### src/rtl/ccg_pkg.sv
package ccg_pkg;

  localparam int FLD_W  = 4;
  localparam int MODE_W = 3;
  localparam int DIV_W  = 5;
  localparam int BASE_W = 9;
  localparam int BITS_W = 8;
  localparam int NUM_CH = 2;

  typedef struct packed {
    logic [FLD_W-1:0] whole;
    logic [FLD_W-1:0] num;
    logic [FLD_W-1:0] den;
  } ch_cfg_t;

  localparam ch_cfg_t CH_CFG_RST = '{whole: 4'd6, num: 4'd0, den: 4'd6};
  localparam logic [MODE_W-1:0] MODE_RST = '0;

  // Bit-clock divisor per rate-select code; unlisted codes run at half rate.
  function automatic logic [DIV_W-1:0] bclk_div(input logic [MODE_W-1:0] code);
    logic [DIV_W-1:0] div;
    case (code)
      3'd0:    div = 5'd12;
      3'd1:    div = 5'd16;
      3'd2:    div = 5'd6;
      3'd3:    div = 5'd8;
      default: div = 5'd2;
    endcase
    return div;
  endfunction

endpackage

### src/rtl/ccg_rst_sync.sv
module ccg_rst_sync #(
  parameter int STAGES = 2
) (
  input  logic clk,
  input  logic rst_n,
  output logic rst_sync_n
);

  logic [STAGES-1:0] sync_q;
  logic [STAGES-1:0] sync_d;

  always_comb begin
    sync_d = {sync_q[STAGES-2:0], 1'b1};
  end

  always_ff @(posedge clk or negedge rst_n) begin
    if (!rst_n) begin
      sync_q <= '0;
    end else begin
      sync_q <= sync_d;
    end
  end

  assign rst_sync_n = sync_q[STAGES-1];

endmodule

### src/rtl/ccg_base_tick.sv
module ccg_base_tick #(
  parameter int W = 9
) (
  input  logic clk,
  input  logic rst_ni,
  output logic tick,
  output logic last
);

  logic [W-1:0] cnt_q;
  logic [W-1:0] cnt_d;

  always_comb begin
    cnt_d = cnt_q + W'(1);
  end

  always_ff @(posedge clk or negedge rst_ni) begin
    if (!rst_ni) begin
      cnt_q <= '0;
    end else begin
      cnt_q <= cnt_d;
    end
  end

  assign tick = (cnt_q == '0);
  assign last = &cnt_q;

  AST_TICK_AFTER_LAST: assert property (@(posedge clk) disable iff (!rst_ni)
    last |=> tick);

endmodule

### src/rtl/ccg_bit_frame.sv
module ccg_bit_frame #(
  parameter int DIV_W  = 5,
  parameter int BITS_W = 8
) (
  input  logic             clk,
  input  logic             rst_ni,
  input  logic [DIV_W-1:0] div,
  output logic             bclk_en,
  output logic             fsync
);

  logic [DIV_W-1:0]  div_cnt_q;
  logic [DIV_W-1:0]  div_cnt_d;
  logic [BITS_W-1:0] bit_cnt_q;
  logic [BITS_W-1:0] bit_cnt_d;
  logic [DIV_W-1:0]  div_last;

  assign div_last = div - DIV_W'(1);
  assign bclk_en  = (div_cnt_q >= div_last);
  assign fsync    = bclk_en & (&bit_cnt_q);

  always_comb begin
    if (bclk_en) begin
      div_cnt_d = '0;
    end else begin
      div_cnt_d = div_cnt_q + DIV_W'(1);
    end
    bit_cnt_d = bit_cnt_q + BITS_W'(1);
  end

  always_ff @(posedge clk or negedge rst_ni) begin
    if (!rst_ni) begin
      div_cnt_q <= '0;
    end else begin
      div_cnt_q <= div_cnt_d;
    end
  end

  always_ff @(posedge clk or negedge rst_ni) begin
    if (!rst_ni) begin
      bit_cnt_q <= '0;
    end else if (bclk_en) begin
      bit_cnt_q <= bit_cnt_d;
    end
  end

  AST_BCLK_GAP: assert property (@(posedge clk) disable iff (!rst_ni)
    bclk_en |=> !bclk_en);
  AST_FSYNC_SINGLE: assert property (@(posedge clk) disable iff (!rst_ni)
    fsync |=> !fsync);

endmodule

### src/rtl/ccg_frac_div.sv
module ccg_frac_div #(
  parameter int FLD_W = 4
) (
  input  logic             clk,
  input  logic             rst_ni,
  input  logic             tick,
  input  logic             restart,
  input  logic [FLD_W-1:0] whole,
  input  logic [FLD_W-1:0] num,
  input  logic [FLD_W-1:0] den,
  output logic             stb
);

  localparam int CW = FLD_W + 1;

  logic [CW-1:0]    cnt_q;
  logic [CW-1:0]    cnt_d;
  logic [FLD_W-1:0] acc_q;
  logic [FLD_W-1:0] acc_d;
  logic             extra_q;
  logic             extra_d;
  logic             stb_q;
  logic             stb_d;

  logic [FLD_W-1:0] whole_eff;
  logic             frac_on;
  logic [CW-1:0]    target;
  logic [CW-1:0]    cnt_inc;
  logic [CW-1:0]    sum;
  logic             upd_en;

  assign whole_eff = (whole == '0) ? FLD_W'(1) : whole;
  assign frac_on   = (num != '0) && (den != '0) && (num < den);
  assign target    = {1'b0, whole_eff} + CW'(extra_q);
  assign cnt_inc   = cnt_q + CW'(1);
  assign sum       = {1'b0, acc_q} + {1'b0, num};
  assign upd_en    = restart | tick;

  always_comb begin
    cnt_d   = cnt_q;
    acc_d   = acc_q;
    extra_d = extra_q;
    stb_d   = 1'b0;
    if (restart) begin
      cnt_d   = '0;
      acc_d   = '0;
      extra_d = 1'b0;
    end else if (tick) begin
      if (cnt_inc == target) begin
        stb_d = 1'b1;
        cnt_d = '0;
        if (frac_on) begin
          if (sum >= {1'b0, den}) begin
            acc_d   = FLD_W'(sum - {1'b0, den});
            extra_d = 1'b1;
          end else begin
            acc_d   = FLD_W'(sum);
            extra_d = 1'b0;
          end
        end else begin
          acc_d   = '0;
          extra_d = 1'b0;
        end
      end else begin
        cnt_d = cnt_inc;
      end
    end
  end

  always_ff @(posedge clk or negedge rst_ni) begin
    if (!rst_ni) begin
      cnt_q   <= '0;
      acc_q   <= '0;
      extra_q <= 1'b0;
    end else if (upd_en) begin
      cnt_q   <= cnt_d;
      acc_q   <= acc_d;
      extra_q <= extra_d;
    end
  end

  always_ff @(posedge clk or negedge rst_ni) begin
    if (!rst_ni) begin
      stb_q <= 1'b0;
    end else begin
      stb_q <= stb_d;
    end
  end

  assign stb = stb_q;

  AST_ACC_BELOW_DEN: assert property (@(posedge clk) disable iff (!rst_ni)
    frac_on |-> (acc_q < den));
  AST_CNT_IN_RANGE: assert property (@(posedge clk) disable iff (!rst_ni)
    cnt_q < target);
  AST_STB_AFTER_TICK: assert property (@(posedge clk) disable iff (!rst_ni)
    stb_q |-> $past(tick));

endmodule

### src/rtl/codec_rate_gen.sv
module codec_rate_gen
  import ccg_pkg::*;
(
  input  logic              clk,
  input  logic              rst_n,
  input  logic [MODE_W-1:0] mode_sel,
  input  logic [FLD_W-1:0]  ch0_whole,
  input  logic [FLD_W-1:0]  ch0_num,
  input  logic [FLD_W-1:0]  ch0_den,
  input  logic [FLD_W-1:0]  ch1_whole,
  input  logic [FLD_W-1:0]  ch1_num,
  input  logic [FLD_W-1:0]  ch1_den,
  output logic              bclk_en,
  output logic              fsync,
  output logic [NUM_CH-1:0] smp_stb
);

  logic              rst_ni;
  logic [MODE_W-1:0] mode_q;
  ch_cfg_t           cfg_q  [NUM_CH];
  ch_cfg_t           cfg_in [NUM_CH];
  logic [DIV_W-1:0]  div;
  logic              base_tick;
  logic              base_last;
  logic [NUM_CH-1:0] restart;

  assign cfg_in[0] = '{whole: ch0_whole, num: ch0_num, den: ch0_den};
  assign cfg_in[1] = '{whole: ch1_whole, num: ch1_num, den: ch1_den};

  ccg_rst_sync #(.STAGES(2)) i_rst_sync (
    .clk        (clk),
    .rst_n      (rst_n),
    .rst_sync_n (rst_ni)
  );

  ccg_base_tick #(.W(BASE_W)) i_base_tick (
    .clk    (clk),
    .rst_ni (rst_ni),
    .tick   (base_tick),
    .last   (base_last)
  );

  assign div = bclk_div(mode_q);

  ccg_bit_frame #(.DIV_W(DIV_W), .BITS_W(BITS_W)) i_bit_frame (
    .clk     (clk),
    .rst_ni  (rst_ni),
    .div     (div),
    .bclk_en (bclk_en),
    .fsync   (fsync)
  );

  // Configuration capture, enabled on frame sync only.
  always_ff @(posedge clk or negedge rst_ni) begin
    if (!rst_ni) begin
      mode_q <= MODE_RST;
      for (int c = 0; c < NUM_CH; c++) begin
        cfg_q[c] <= CH_CFG_RST;
      end
    end else if (fsync) begin
      mode_q <= mode_sel;
      for (int c = 0; c < NUM_CH; c++) begin
        cfg_q[c] <= cfg_in[c];
      end
    end
  end

  for (genvar c = 0; c < NUM_CH; c++) begin : g_ch
    assign restart[c] = fsync && (cfg_in[c] != cfg_q[c]);

    ccg_frac_div #(.FLD_W(FLD_W)) i_frac_div (
      .clk     (clk),
      .rst_ni  (rst_ni),
      .tick    (base_tick),
      .restart (restart[c]),
      .whole   (cfg_q[c].whole),
      .num     (cfg_q[c].num),
      .den     (cfg_q[c].den),
      .stb     (smp_stb[c])
    );
  end

  AST_CFG_HOLD: assert property (@(posedge clk) disable iff (!rst_ni)
    !fsync |=> $stable(mode_q));
  AST_FRAME_ALIGN: assert property (@(posedge clk) disable iff (!rst_ni)
    fsync |-> base_last);

endmodule

### config.mk
export PLATFORM = sky130hd
export DESIGN_NAME = codec_rate_gen
export DESIGN_NICKNAME = d
export VERILOG_FILES = /design/src/rtl/ccg_pkg.sv /design/src/rtl/ccg_rst_sync.sv /design/src/rtl/ccg_base_tick.sv /design/src/rtl/ccg_bit_frame.sv /design/src/rtl/ccg_frac_div.sv /design/src/rtl/codec_rate_gen.sv
export SDC_FILE = /design/constraint.sdc
export NUM_CORES = 1
export LEC_CHECK = 0
export ABC_AREA = 1
export ABC_CLOCK_PERIOD_IN_PS = 2160
export CAP_MARGIN = 15
export CORE_UTILIZATION = 40
export CTS_BUF_LIST = sky130_fd_sc_hd__clkbuf_16
export DETAILED_ROUTE_END_ITERATION = 10
export HOLD_SLACK_MARGIN = 0.15
export PLACE_DENSITY = 0.6
export SETUP_SLACK_MARGIN = 0.05
export SLEW_MARGIN = 20
export SYNTH_ARGS = -nofsm -noshare
export SYNTH_HDL_FRONTEND = slang
export SYNTH_SLANG_ARGS = --single-unit
### constraint.sdc
create_clock -name clk -period 2.16 [get_ports clk]
set_input_delay 0.54 -clock clk [delete_from_list [all_inputs] [get_ports clk]]
set_output_delay 0.54 -clock clk [all_outputs]
set_load 0.05 [all_outputs]
* After elaboration in Yosys (flattened, before gate mapping)
Index checks and enable logic that the tools add are counted.
** Word-level totals
- Input port bits :: 29
- Word-level logic and storage cells :: 105
- Flip-flop bits (word level) :: 73
** Cells by class
- Multiplexer cells :: 36
- Add/sub/neg operators :: 12
- $lt $le $gt $ge :: 5
- Reduce and logical (&&, ||, !) cells :: 23
- Bitwise logic cells :: 3
- Eq/ne operators :: 7
** Operators by type and width (number)
- $mux W4 :: 12
- $mux W5 :: 7
- $ne A12 B12 Y1 :: 2
- $pmux W5 S4 :: 1
- $mux W1 :: 16
- $reduce_bool A4 Y1 :: 4
- $add A5 B1 Y5 const B :: 3
- $add A4 B1 Y5 :: 2
- $add A4 B4 Y5 :: 2
- $eq A5 B5 Y1 :: 2
- $ge A5 B4 Y1 :: 2
- $add A9 B1 Y9 const B :: 1
- $logic_not A9 Y1 :: 1
- $add A8 B1 Y8 const B :: 1
- $logic_not A4 Y1 :: 2
- $lt A4 B4 Y1 :: 2
- $reduce_and A8 Y1 :: 1
- $reduce_bool A2 Y1 :: 4
- $sub A4 B4 Y4 :: 2
- $eq A3 B2 Y1 const B :: 2
- $logic_and A1 B1 Y1 :: 6
- $reduce_and A3 Y1 :: 2
- $ge A5 B5 Y1 :: 1
- $sub A5 B1 Y5 const B :: 1
- 5 further kinds :: 7

* Depth between registers and ports, before layout
- Depth in word-level cells :: 8
- Mapped depth :: 18
- Gate-level depth less buffers :: 18

* Hierarchy
A second synthesis with hierarchy kept.
** Unflattened totals
- Cells, all modules :: 742
- Area, all modules :: 5332.6 um2
** Modules (own cells, without submodules)
- codec_rate_gen :: sequential area each 685.7 um2, instances 1, area an instance 1481.4 um2, cells an instance 216
- ccg_frac_div (g_ch[1].i_frac_div) :: sequential area each 275.3 um2, instances 1, area an instance 1244.9 um2, cells an instance 183
- ccg_frac_div (g_ch[0].i_frac_div) :: sequential area each 275.3 um2, instances 1, area an instance 1241.2 um2, cells an instance 182
- ccg_bit_frame :: sequential area each 325.3 um2, instances 1, area an instance 883.3 um2, cells an instance 109
- ccg_base_tick :: sequential area each 225.2 um2, instances 1, area an instance 427.9 um2, cells an instance 49
- ccg_rst_sync :: sequential area each 50.0 um2, instances 1, area an instance 53.8 um2, cells an instance 3

* Least setup slack after synthesis
OpenSTA, ideal clock, no wires.
- Kind :: reg-to-reg
- From :: reg cfg_q[16] (netlist name)
- To :: reg g_ch[0].i_frac_div.acc_q[2]
- Setup time :: 116 ps
- Stages on the path, launching flop included :: 16
- Buffers on the path :: 0
- Path slack :: -285 ps
- Arrival :: 2328 ps
- Period minus slack after synthesis :: 2445 ps
- Path through :: dfrtp_1 -> ha_1 -> fa_1 -> nor2_1 -> nor2_1 -> ha_1 -> nand2_1 -> nand2_1 -> nor2_1 -> nor2_1 -> nor2_1 -> o21ai_0 -> o21ai_0 -> nor2_1 -> nand2_1 -> nand2_1
** Between the ends
- Longest elaborated chain between the ends :: 7
** RTL lines
- start: declaration :: RTL line codec_rate_gen.sv:20 : ch_cfg_t cfg_q [NUM_CH];
- start signal: indexed assignment :: RTL line codec_rate_gen.sv:63 : cfg_q[c] <= cfg_in[c];
- $add A4 B4 Y5 or $reduce_bool A4 Y1 (tied branches) :: RTL line ccg_frac_div.sv:36, ccg_frac_div.sv:33
- $sub A4 B4 Y4, or another cell as far along :: RTL line ccg_frac_div.sv:54 : acc_d = FLD_W'(sum - {1'b0, den});
- $mux W4 or $logic_and A1 B1 Y1 (tied branches) :: RTL line ccg_frac_div.sv:53, ccg_frac_div.sv:33
- $mux W4 :: RTL line ccg_frac_div.sv:52 : if (frac_on) begin
- $mux W4 :: RTL line ccg_frac_div.sv:49 : if (cnt_inc == target) begin
- $mux W4 :: RTL line ccg_frac_div.sv:48 : end else if (tick) begin
- $mux W4 :: RTL line ccg_frac_div.sv:44 : if (restart) begin
- end signal: assignment :: RTL line ccg_frac_div.sv:73 : acc_q <= '0;
- end signal: assignment :: RTL line ccg_frac_div.sv:77 : acc_q <= acc_d;
- end: declaration :: RTL line ccg_frac_div.sv:18 : logic [FLD_W-1:0] acc_q;
Parallel ways exist; a longest one is shown, timed or not. The select of a mux whose other input is x is not followed.
A chain may end at the register's enable or synchronous reset.

* Worst setup path in the final report
- From :: reg mode_q[2]
- To :: out bclk_en
** Between the ends
- Longest elaborated chain between the ends :: 4
** RTL lines
- start: declaration :: RTL line codec_rate_gen.sv:19 : logic [MODE_W-1:0] mode_q;
- start signal: assignment :: RTL line codec_rate_gen.sv:61 : mode_q <= mode_sel;
- $eq A3 B2 Y1, or another cell as far along :: RTL line ccg_pkg.sv:22 : case (code)
- $pmux W5 S4 (*) :: RTL line ccg_pkg.sv:22
- $sub A5 B1 Y5 (*) :: RTL line ccg_bit_frame.sv:18 : assign div_last = div - DIV_W'(1);
- $ge A5 B5 Y1 (*) :: RTL line ccg_bit_frame.sv:19 : assign bclk_en = (div_cnt_q >= div_last);
- end: declaration :: RTL line codec_rate_gen.sv:13 : output logic bclk_en,
Every way passes the cells marked *; elsewhere a longest branch is shown, timed or not.

==> summary.md <==
| Metric | Value |
|---|---|
| Synth cell types | `36` |
| Gpl congestion | `0.900` |
| Max Buffers Root-to-Sink | `2` |
| CP Max Fanout | `4` |
| Initial Util | `0.410` |
| Hpwl dp | `roughly 7900 um` |
| Vias per cell | `4.85` |
| Critical path capture point type | `primary output` |
| Syn Std Cell Area | `4950 um^2` |
| Post-Syn Instances | `657` |
| Setup TNS | `-2140 ps` |
| CTS clk-pin slew, worst paths | `about 60 ps` |
| Fraction of layout instances using a drive strength above 1 | `0.256` |
| Final WL | `12500 um` |
| Cts hold-fix bufs | `0` |
| Avg Inst Size Synth | `7.53 um^2` |
| Ys async rst share | `1.00` |
| Failing checks | `negative setup slack` |
| Finished Layout Cells | `917` |
| EDFF count, synth | `0` |
| Final setup fails | `13` |
| Placed cell area | `roughly 5700 um^2` |
| Overall routing resource usage | `0.198` |
| FF-to-FF setup slack | `-210 ps` |
| Synthesized flop and latch total | `73` |
| PD cells | `549 nW/um^2` |
| Crit path time final | `2400 ps` |
| Unrepaired setup endpoints after global routing | `yes` |
| Total Power | `0.00374 W` |
| Period utilization | `1.11` |
| Diodes inserted | `0` |
| Crit path required time | `1620 ps` |
| Prevailing post-synth register cell | `dfrtp_1` |
| Crit path DAT | `about 1900 ps` |
| Startpoint types | `flop` |
| Dpl ws | `-338 ps` |
| Status | `finished, violations left` |
| Fill cell count | `between 1000 and 1500` |
| Post-route DRC | `0` |
| Pin count of the biggest net entering global routing | `72` |
| Relative slew slack | `0.664` |
| Worst vdd ir | `717 uV` |
| Num rows | `40` |
| Layout area overhead | `37.5%` |
| Total gr overflow | `0` |
| Final worst clock skew | `around 13 ps` |
| Number of global-route vias before repair | `4278` |
| Final Cell Area | `6810 um^2` |
| Max cap viols | `0` |
| Placed instance count | `approximately 880` |
| Final worst slack | `-235 ps` |
| Fmax | `~420 MHz` |
| Critical-path top delay cell | `dfrtp_1` |
| Post-synthesis sequential area ratio | `0.371` |
| DRT Pass-1 Iters | `5` |
| Routed Antenna Nets | `0` |
| Lkg Pwr | `3.48 nW` |
| # nets final | `813` |
| Hold Path Class | `reg2async` |
| Routed WL per cell | `13.7 um` |
| Die area | `12800 um^2` |
| Worst path max stage delay | `370 ps` |
| Initial antenna violation count | `0` |
| DRT iter0 DRCs | `192` |
| CTS buffer count | `9` |
| First-pass GRT wire length | `19800 um` |
| Htree depth | `3` |
| Slew @ Worst Pin | `498 ps` |
| Worst-skew pair later-pin latency | `350 ps` |
| Type of the worst setup path | `reg2out` |
| Vias | `4447` |
| Die height | `113 um` |
| Die W | `approximately 110 um` |
| Worst R2R Path Depth | `15` |
| Cells along the critical path | `inv_2 > o21ai_2 > ha_1 > nand2_1 > nand2_1 > nand3_2 > nand2_2 > nor2_4 > inv_2 > buf_8` |
| Port-buffer cells | `32` |
| Clk sinks | `73` |
| Slew Limit Fails | `0` |
| Root buf cell | `clkbuf_16` |
| Top Ports | `33` |
| Core ar. | `~12000 um^2` |
| Warnings, synthesis | `0` |
| CTS tree | `yes` |
| Final Hold Viols | `0` |
==> repair_timing <==
action / in CTS / in global routing
pin swaps: 31 / 54
endpoints found under the hold margin: 0 / 0
gates resized for setup: 51 / 98
setup buffers: 9 / 9
endpoints found under the setup margin: 17 / 44
cloned: 1 / 5
==> registers in the layout, indices dropped and copies added (netlist names) <==
signal and cells:
cfg_q 24, g_ch.i_frac_div.cnt_q 10, i_base_tick.cnt_q 9, g_ch.i_frac_div.acc_q 8
i_bit_frame.bit_cnt_q 8, i_bit_frame.div_cnt_q 5, mode_q 3, g_ch.i_frac_div.extra_q 2
g_ch.i_frac_div.stb 2, i_rst_sync.sync_q 2
==> layer usage <==
metal | up-vias | GRT usage | part of all wire
met3 | 20 | 0.0466 | 0.028
li1 | 2269 | - | -
met2 | 66 | 0.328 | 0.49
met5 | - | 0 | 0
met1 | 2092 | 0.249 | 0.46
met4 | 0 | 0.0789 | 0.026
==> cells in the final DEF, fill, tap and decap left out, types with 13 or more instances in the layout <==
master,synthesis,final
nand2_1,196,173
inv_1,82,77
dfrtp_1,65,64
nor2_1,68,48
nand3_1,52,47
buf_4,8,41
clkdlybuf4s50_1,0,30
xnor2_1,24,24
ha_1,36,24
nand4_1,20,20
nand2_2,1,15
nor2_4,1,14
o21ai_0,33,13
==> path summary, 6_finish.rpt <==
kind	end	start
min in group clk	i_rst_sync.sync_q[1]$_DFF_PN0_	i_rst_sync.sync_q[0]$_DFF_PN0_
hold / removal	cfg_q[17]$_DFFE_PN0P_	i_rst_sync.sync_q[1]$_DFF_PN0_
setup / recovery	bclk_en	mode_q[2]$_DFFE_PN0P_
setup reg to reg	g_ch[0].i_frac_div.acc_q[2]$_DFFE_PN0P_	g_ch[0].i_frac_div.acc_q[0]$_DFFE_PN0P_
max in group asynchronous	cfg_q[9]$_DFFE_PN1P_	i_rst_sync.sync_q[1]$_DFF_PN0_
hold reg to reg	cfg_q[17]$_DFFE_PN0P_	i_rst_sync.sync_q[1]$_DFF_PN0_
==> critical path, delay by kind of cell, from the launching register on <==
kind / cells / cell delay, ps
simple gates: 5 / 450
buf+inv: 3 / 320
compound gates: 1 / 60
flops: 1 / 370
fa+ha+maj: 1 / 310
==> synth_stat cells (2+ instances only) <==
library cell | instances | area share
nand2_1 | 196 | 0.15
inv_1 | 82 | 0.062
nor2_1 | 68 | 0.052
dfrtp_1 | 65 | 0.33
nand3_1 | 52 | 0.053
ha_1 | 36 | 0.091
o21ai_0 | 33 | 0.033
xnor2_1 | 24 | 0.042
nand4_1 | 20 | 0.025
xor2_1 | 14 | 0.025
a21oi_1 | 9 | 0.0091
buf_4 | 8 | 0.012
dfstp_2 | 8 | 0.042
fa_1 | 4 | 0.016
nor3_1 | 4 | 0.0040
clkbuf_1 | 3 | 0.0023
nand2_4 | 3 | 0.0068
nand3_2 | 3 | 0.0061
nand3b_1 | 3 | 0.0045
nor2_2 | 3 | 0.0038
clkbuf_2 | 2 | 0.0020
inv_2 | 2 | 0.0015
o31ai_1 | 2 | 0.0030
==> layout make-up <==
class	count	area, um^2	share of cell area
multi-input cells	486	3200	0.470
flip-flops and latches	73	1840	0.270
repair buffers	90	947	0.139
inverters	84	319	0.0469
clock buffers	9	225	0.0331
well taps	168	210	0.0309
clock inverters	7	65.1	0.00956
==> through the flow <==
stage	hold WS [ps]	utilization
after floorplan	244	-
after global placement	313	0.473
after detailed placement	318	0.473
after CTS	317	0.522
after global routing	345	0.564
final	286	0.564
==> logic make-up after synthesis <==
family | count (synthesis) | synth area share
muxes | 1 | 0.00202
xor gates and xnor gates | 38 | 0.0672
adders and majority gates | 40 | 0.107
other | 1 | 0.000758
and+or+nand+nor | 358 | 0.317
AOI/OAI and AO/OA | 47 | 0.0513
buffers and inverters | 99 | 0.0834
DFF | 73 | 0.371
==> report_power, final <==
part	internal (W)	switching (W)	total, W
sequential	0.00146	0.0000907	0.00155
clock	0.000886	0.000606	0.00149
combinational	0.000314	0.000380	0.000694
(Power assumes the default switching activity.)
